### config.mk
export PLATFORM = sky130hd
export DESIGN_NAME = pkd_f64_to_i32
export DESIGN_NICKNAME = d
export VERILOG_FILES = /design/src/rtl/pd2i_pkg.sv /design/src/rtl/f64_classify.sv /design/src/rtl/f64_align.sv /design/src/rtl/i32_round.sv /design/src/rtl/pkd_f64_to_i32.sv
export SDC_FILE = /design/constraint.sdc
export NUM_CORES = 1
export LEC_CHECK = 0
export CORE_UTILIZATION = 51
export DETAILED_ROUTE_END_ITERATION = 8
export PLACE_DENSITY_LB_ADDON = 0.08
export SKIP_CTS_REPAIR_TIMING = 1
export SYNTH_ARGS = -nofsm -noshare
export SYNTH_HDL_FRONTEND = slang
export SYNTH_SLANG_ARGS = --single-unit
export TNS_END_PERCENT = 30
### constraint.sdc
create_clock -name clk -period 10.3 [get_ports clk]
set_input_delay 1.03 -clock clk [delete_from_list [all_inputs] [get_ports clk]]
set_output_delay 1.03 -clock clk [all_outputs]
set_load 0.02 [all_outputs]
### src/rtl/pd2i_pkg.sv
package pd2i_pkg;

  typedef enum logic [1:0] {
    RM_NEAR_EVEN = 2'b00,
    RM_DOWN      = 2'b01,
    RM_UP        = 2'b10,
    RM_ZERO      = 2'b11
  } rmode_e;

endpackage

### src/rtl/f64_classify.sv
module f64_classify #(
  parameter int EXP_W = 11,
  parameter int MAN_W = 52,
  localparam int FP_W = 1 + EXP_W + MAN_W
) (
  input  logic [FP_W-1:0]  word_i,
  output logic             sign_o,
  output logic [EXP_W-1:0] exp_o,
  output logic [MAN_W:0]   sig_o,
  output logic             nan_o,
  output logic             inf_o,
  output logic             zero_o,
  output logic             sub_o
);
  logic [EXP_W-1:0] e;
  logic [MAN_W-1:0] f;
  logic             e_max, e_min, f_nz;

  always_comb begin
    e      = word_i[FP_W-2 -: EXP_W];
    f      = word_i[MAN_W-1:0];
    e_max  = &e;
    e_min  = ~|e;
    f_nz   = |f;
    sign_o = word_i[FP_W-1];
    exp_o  = e;
    sig_o  = {~e_min, f};
    nan_o  = e_max & f_nz;
    inf_o  = e_max & ~f_nz;
    zero_o = e_min & ~f_nz;
    sub_o  = e_min & f_nz;
  end
endmodule

### src/rtl/f64_align.sv
module f64_align #(
  parameter int EXP_W = 11,
  parameter int MAN_W = 52,
  parameter int INT_W = 32,
  localparam int BIAS = (1 << (EXP_W - 1)) - 1,
  localparam int VW   = INT_W + MAN_W + 1,
  localparam int SH_W = $clog2(INT_W + 1)
) (
  input  logic [EXP_W-1:0] exp_i,
  input  logic [MAN_W:0]   sig_i,
  input  logic             zero_i,
  input  logic             sub_i,
  output logic [INT_W-1:0] mag_o,
  output logic             guard_o,
  output logic             sticky_o,
  output logic             big_o
);
  // Shift amount s = unbiased exponent + 1, valid for 0..INT_W
  localparam logic [EXP_W-1:0] LO_EXP = EXP_W'(BIAS - 1);
  localparam logic [EXP_W-1:0] HI_EXP = EXP_W'(BIAS + INT_W - 1);

  logic [SH_W-1:0] sh;
  logic [VW-1:0]   fx;

  always_comb begin
    sh       = SH_W'(exp_i - LO_EXP);
    fx       = {{INT_W{1'b0}}, sig_i} << sh;
    mag_o    = '0;
    guard_o  = 1'b0;
    sticky_o = 1'b0;
    big_o    = 1'b0;
    if (zero_i) begin
      // all zero
    end else if (sub_i) begin
      sticky_o = 1'b1;
    end else if (exp_i > HI_EXP) begin
      big_o = 1'b1;
    end else if (exp_i < LO_EXP) begin
      sticky_o = 1'b1;
    end else begin
      mag_o    = fx[VW-1 -: INT_W];
      guard_o  = fx[MAN_W];
      sticky_o = |fx[MAN_W-1:0];
    end
  end
endmodule

### src/rtl/i32_round.sv
module i32_round
  import pd2i_pkg::*;
#(
  parameter int INT_W = 32
) (
  input  logic             sign_i,
  input  logic [INT_W-1:0] mag_i,
  input  logic             guard_i,
  input  logic             sticky_i,
  input  logic             big_i,
  input  logic             special_i,
  input  logic [1:0]       rmode_i,
  output logic [INT_W-1:0] val_o,
  output logic             inv_o,
  output logic             inx_o
);
  logic           inc, frac_nz, fits;
  logic [INT_W:0] mr;
  rmode_e         md;

  always_comb begin
    md      = rmode_e'(rmode_i);
    frac_nz = guard_i | sticky_i;
    case (md)
      RM_NEAR_EVEN: inc = guard_i & (sticky_i | mag_i[0]);
      RM_DOWN:      inc = frac_nz & sign_i;
      RM_UP:        inc = frac_nz & ~sign_i;
      default:      inc = 1'b0;
    endcase
    mr = {1'b0, mag_i} + {{INT_W{1'b0}}, inc};
    if (sign_i)
      fits = ~mr[INT_W] & (~mr[INT_W-1] | ~|mr[INT_W-2:0]);
    else
      fits = ~mr[INT_W] & ~mr[INT_W-1];
    val_o = sign_i ? (~mr[INT_W-1:0] + 1'b1) : mr[INT_W-1:0];
    inv_o = special_i | big_i | ~fits;
    inx_o = ~inv_o & frac_nz;
  end

  // an increment is only possible when something was discarded
  always_comb begin
    a_r4_inc_needs_frac: assert (!inc || guard_i || sticky_i)
      else $error("rounding increment without discarded bits");
  end
endmodule

### src/rtl/pkd_f64_to_i32.sv
module pkd_f64_to_i32 #(
  parameter int LANES = 2,
  parameter int EXP_W = 11,
  parameter int MAN_W = 52,
  parameter int INT_W = 32,
  localparam int FP_W  = 1 + EXP_W + MAN_W,
  localparam int SRC_W = LANES * FP_W,
  localparam int DST_W = LANES * INT_W
) (
  input  logic             clk,
  input  logic             rst,
  input  logic [SRC_W-1:0] src_i,
  input  logic [1:0]       rmode_i,
  input  logic             inv_mask_i,
  output logic [DST_W-1:0] res_o,
  output logic [LANES-1:0] lane_inv_o,
  output logic [LANES-1:0] lane_inx_o,
  output logic             invalid_o,
  output logic             inexact_o
);
  localparam logic [INT_W-1:0] INDEF = {1'b1, {(INT_W-1){1'b0}}};

  logic [DST_W-1:0] res_d;
  logic [LANES-1:0] inv_d, inx_d;

  for (genvar g = 0; g < LANES; g++) begin : g_lane
    logic             sgn, nan, inf, zro, sub, grd, stk, big, l_inv, l_inx;
    logic [EXP_W-1:0] ex;
    logic [MAN_W:0]   sig;
    logic [INT_W-1:0] mag, val;

    f64_classify #(.EXP_W(EXP_W), .MAN_W(MAN_W)) u_cls (
      .word_i (src_i[g*FP_W +: FP_W]),
      .sign_o (sgn), .exp_o (ex), .sig_o (sig),
      .nan_o  (nan), .inf_o (inf), .zero_o (zro), .sub_o (sub)
    );

    f64_align #(.EXP_W(EXP_W), .MAN_W(MAN_W), .INT_W(INT_W)) u_aln (
      .exp_i (ex), .sig_i (sig), .zero_i (zro), .sub_i (sub),
      .mag_o (mag), .guard_o (grd), .sticky_o (stk), .big_o (big)
    );

    i32_round #(.INT_W(INT_W)) u_rnd (
      .sign_i (sgn), .mag_i (mag), .guard_i (grd), .sticky_i (stk),
      .big_i (big), .special_i (nan | inf), .rmode_i (rmode_i),
      .val_o (val), .inv_o (l_inv), .inx_o (l_inx)
    );

    always_comb begin
      inv_d[g] = l_inv;
      inx_d[g] = l_inx;
      if (!l_inv)
        res_d[g*INT_W +: INT_W] = val;
      else if (inv_mask_i)
        res_d[g*INT_W +: INT_W] = INDEF;
      else
        res_d[g*INT_W +: INT_W] = '0;
    end
  end

  always_ff @(posedge clk) begin
    if (rst) begin
      res_o      <= '0;
      lane_inv_o <= '0;
      lane_inx_o <= '0;
      invalid_o  <= 1'b0;
      inexact_o  <= 1'b0;
    end else begin
      res_o      <= res_d;
      lane_inv_o <= inv_d;
      lane_inx_o <= inx_d;
      invalid_o  <= |inv_d;
      inexact_o  <= |inx_d;
    end
  end

  for (genvar a = 0; a < LANES; a++) begin : g_chk
    // masked invalid lane carries the indefinite integer
    a_r5_masked_indef: assert property (@(posedge clk) disable iff (rst)
      (lane_inv_o[a] && $past(inv_mask_i)) |-> res_o[a*INT_W +: INT_W] == INDEF)
      else $error("masked invalid lane not indefinite");
    // a lane is never both invalid and inexact
    a_r9_inx_excl: assert property (@(posedge clk) disable iff (rst)
      !(lane_inv_o[a] && lane_inx_o[a]))
      else $error("lane both invalid and inexact");
    // a valid lane keeps the sign of its own source lane
    a_r1_pos_sign: assert property (@(posedge clk) disable iff (rst)
      (!lane_inv_o[a] && !$past(src_i[a*FP_W + FP_W - 1]))
        |-> !res_o[a*INT_W + INT_W - 1])
      else $error("positive source gave negative result");
  end
endmodule

==> out/metrics.yaml <==
finish:
  final_common_cell: "clkdlybuf4s50_1"
  synthToLayoutAreaGrowth_pct: 14.5
  nets: 2118
  antenna_cells: 0
  final_cell_mix: "clkdlybuf4s50_1 (198), nor2_1 (165), nand2_1 (156)"
  layout-drive-gt1-share_pct: 17.6
yosys:
  synth-seq-cells: 70
  synthSimpleGateAreaFrac_pct: 27.4
  synth_top_family_by_area: "multiplexers"
  synthMuxAreaShare_pct: 32.3
  syn_area_per_cell_sq_um: 8.53
  syn_area_sq_um: 15900
  synth-seq-area-share_pct: 8.84
  yosys_warnings: 0
  synth_nets: 2006
  synthXorXnorAreaFrac_pct: 8.04
  async_flop_share_pct: 0
  synthFlopType: "dfxtp_1"
  yosys.area_share.adder_pct: 1.03
  synthCells: 1860
  synth_compound_area_share_pct: 16.1
  synth_edf_count: 0
  synth_cell_types: 114
placed_design:
  gp_congestion: 1.05
  dp_hpwl_um: 47900
  io_buffers: 202
route:
  vias: 16900
  antenna_left: 0
  wl_um: 60100
  first_pass_iters: 7
  via_per_inst: 7.11
  wl_per_cell_um: 25.3
  drt_iter0_drc: 2544
  drc: 0
sta:
  tightest_slew_ps: 1230
  fmax_mhz: 107
  hold_ws_ps: 1360
  slew_headroom_pct: 18.0
  rsz0062_at_grt: "false"
  min_period_ps: 9350
  hold_viol: 0
  period_share_pct: 90.8
  fin_setup_tns_ps: 0
  slew_viol_final: 0
  setup_viol: 0
min_path:
  min_path_type: "in -> reg"
floorplanning:
  row_count: 64
  initial_core_util_pct: 51.8
  die_h_um: 178
  fp.dieW_um: 178
  die_area_sq_um: 31800
  core_sq_um: 30600
  io_pins: 203
power:
  total_leakage_power_uw: 0.00636
  peakVddDrop_mv: 0.0755
  power_density_nw_per_um2: 87.4
job:
  maxCapViolCount: 0
clocking:
  cts-root-buf: "clkbuf_16"
  cts_buffers: 9
  cts_tree: "built"
  clock_path_buffers: 2
  cts_max_level: 3
  clkTransAtPathRegs_ps: 60
  clock_sinks: 70
grt:
  grtUsageTotal_pct: 37.4
  grt_pass1_wl_um: 91700
  grt_overflow: 0
  antenna_found_initial: 0
  grt_max_degree: 118
  grt_pass1_vias: 14900
worst_setup_path:
  worstSetupPathType: "in -> reg"
  cp.arrival_ps: 9610
  critPathRequiredTime_ps: 10560
  start_kind: "primary input"
  cp-end-kind: "register"
  cp_max_fo: 33
run_status:
  status: "finished clean"
[kinds of logic (layout without fill, tap and decap cells)]
logic type	count (synthesis)	count (layout)
flip-flops	70	70
XOR/XNOR	140	140
adder cells (fa/ha/maj)	13	13
AND/OR/NAND/NOR	781	781
buffers and inverters	168	285
multiplexers	327	327
AO/OA/AOI/OAI	361	361
[critical path: stages]
cell and delay, ps:
clkdlybuf4s50_1 540, ha_1 360, xor2_4 800, buf_4 330
mux4_2 540, mux4_2 510, nand4_1 120, nor4b_1 70
nand4_1 90, a211o_1 100, a221oi_1 70, a221oi_1 470
nand3_1 140, a221oi_1 430, ha_1 240, ha_1 250
a21boi_1 390, and4_1 420, nor4b_2 480, nand3_1 280
nor4_1 310, xor2_1 190, or3_1 440, nor4_2 400
o21ai_4 290, nor3b_1 250
[per-stage QoR]
stage / total power, uW / setup slack [ps] / area, sq um / instances / util [%]
after floorplan: 952 / 2790 / 15900 / 1860 / -
after global placement: 1280 / 736 / 17900 / 2357 / 58.5
after detailed placement: 1280 / 352 / 17900 / 2357 / 58.5
after CTS: 1550 / 713 / 18200 / 2373 / 59.3
after global routing: 1650 / 318 / 18200 / 2373 / 59.4
final: 1590 / 952 / 18200 / 2373 / 59.4
[area by class of cell]
| cell class | instances | area (sq um) |
|---|---|---|
| Tap cell | 396 | 495 |
| Clock buffer | 12 | 236 |
| Sequential cell | 70 | 1400 |
| Timing Repair Buffer | 240 | 2340 |
| Multi-Input combinational cell | 1622 | 13600 |
| Inverter | 29 | 109 |
| Fill cell | 2750 | 12400 |
| Clock inverter | 4 | 23.8 |
[layer usage]
layer  GRT usage, %  part of all wire, %  vias to the layer above
li1               -                    -                     7502
met1           56.8                   44                     8116
met2           53.8                   42                     1149
met3           6.48                   11                      104
met4           9.46                  2.5                        0
met5              0                    0                        -
[synth_stat cells (all sizes together), types with 5 or more instances]
| library cell | number | area [sq um] |
|---|---|---|
| a22o | 9 | 78.8 |
| nor3 | 64 | 335 |
| a221oi | 15 | 138 |
| nand3 | 85 | 430 |
| mux4 | 140 | 3190 |
| a21oi | 64 | 328 |
| nor4 | 59 | 415 |
| o21ai | 57 | 289 |
| o211ai | 17 | 133 |
| a31o | 12 | 105 |
| and3 | 31 | 199 |
| mux2 | 56 | 631 |
| nor2 | 195 | 947 |
| o22ai | 21 | 131 |
| nand4 | 46 | 288 |
| inv | 29 | 109 |
| xnor2 | 68 | 611 |
| a31oi | 22 | 144 |
| dfxtp | 70 | 1400 |
| a2111oi | 5 | 43.8 |
| a311oi | 7 | 67.6 |
| a22oi | 8 | 60.1 |
| xor2 | 72 | 664 |
| nor4b | 13 | 160 |
| mux2i | 131 | 1310 |
| a32oi | 8 | 70.1 |
| o21a | 9 | 67.6 |
| or3 | 19 | 119 |
| nor3b | 6 | 50.1 |
| ha | 13 | 163 |
| or4 | 13 | 109 |
| buf | 97 | 721 |
| and2 | 19 | 119 |
| nand2b | 14 | 95.1 |
| and4 | 15 | 131 |
| or2 | 11 | 68.8 |
| nand2 | 158 | 598 |
| nand3b | 9 | 67.6 |
| a211o | 5 | 43.8 |
| o31ai | 24 | 180 |
| clkbuf | 42 | 159 |
| a21o | 15 | 113 |
| a211oi | 19 | 148 |
| nor2b | 9 | 56.3 |
[flip-flops by register name, indices dropped and copies added, names as in the netlist]
register / flops
lane_inx_o: 2
lane_inv_o: 2
invalid_o: 1
res_o: 64
inexact_o: 1
[path summary, 6_finish.rpt]
path,startpoint,endpoint,slack [ps],cells past startpoint
max,src_i[118],res_o[36],950,26
min,inv_mask_i,res_o[31],1360,2
[where the power goes]
group / total, uW / leakage, uW / switching (uW) / internal, uW
registers: 282 / 0.000567 / 2.28 / 280
logic: 1030 / 0.00567 / 631 / 403
clock network: 271 / 0.000130 / 109 / 162
total: 1590 / 0.00636 / 742 / 845
Power figures use the tool's default switching activity.
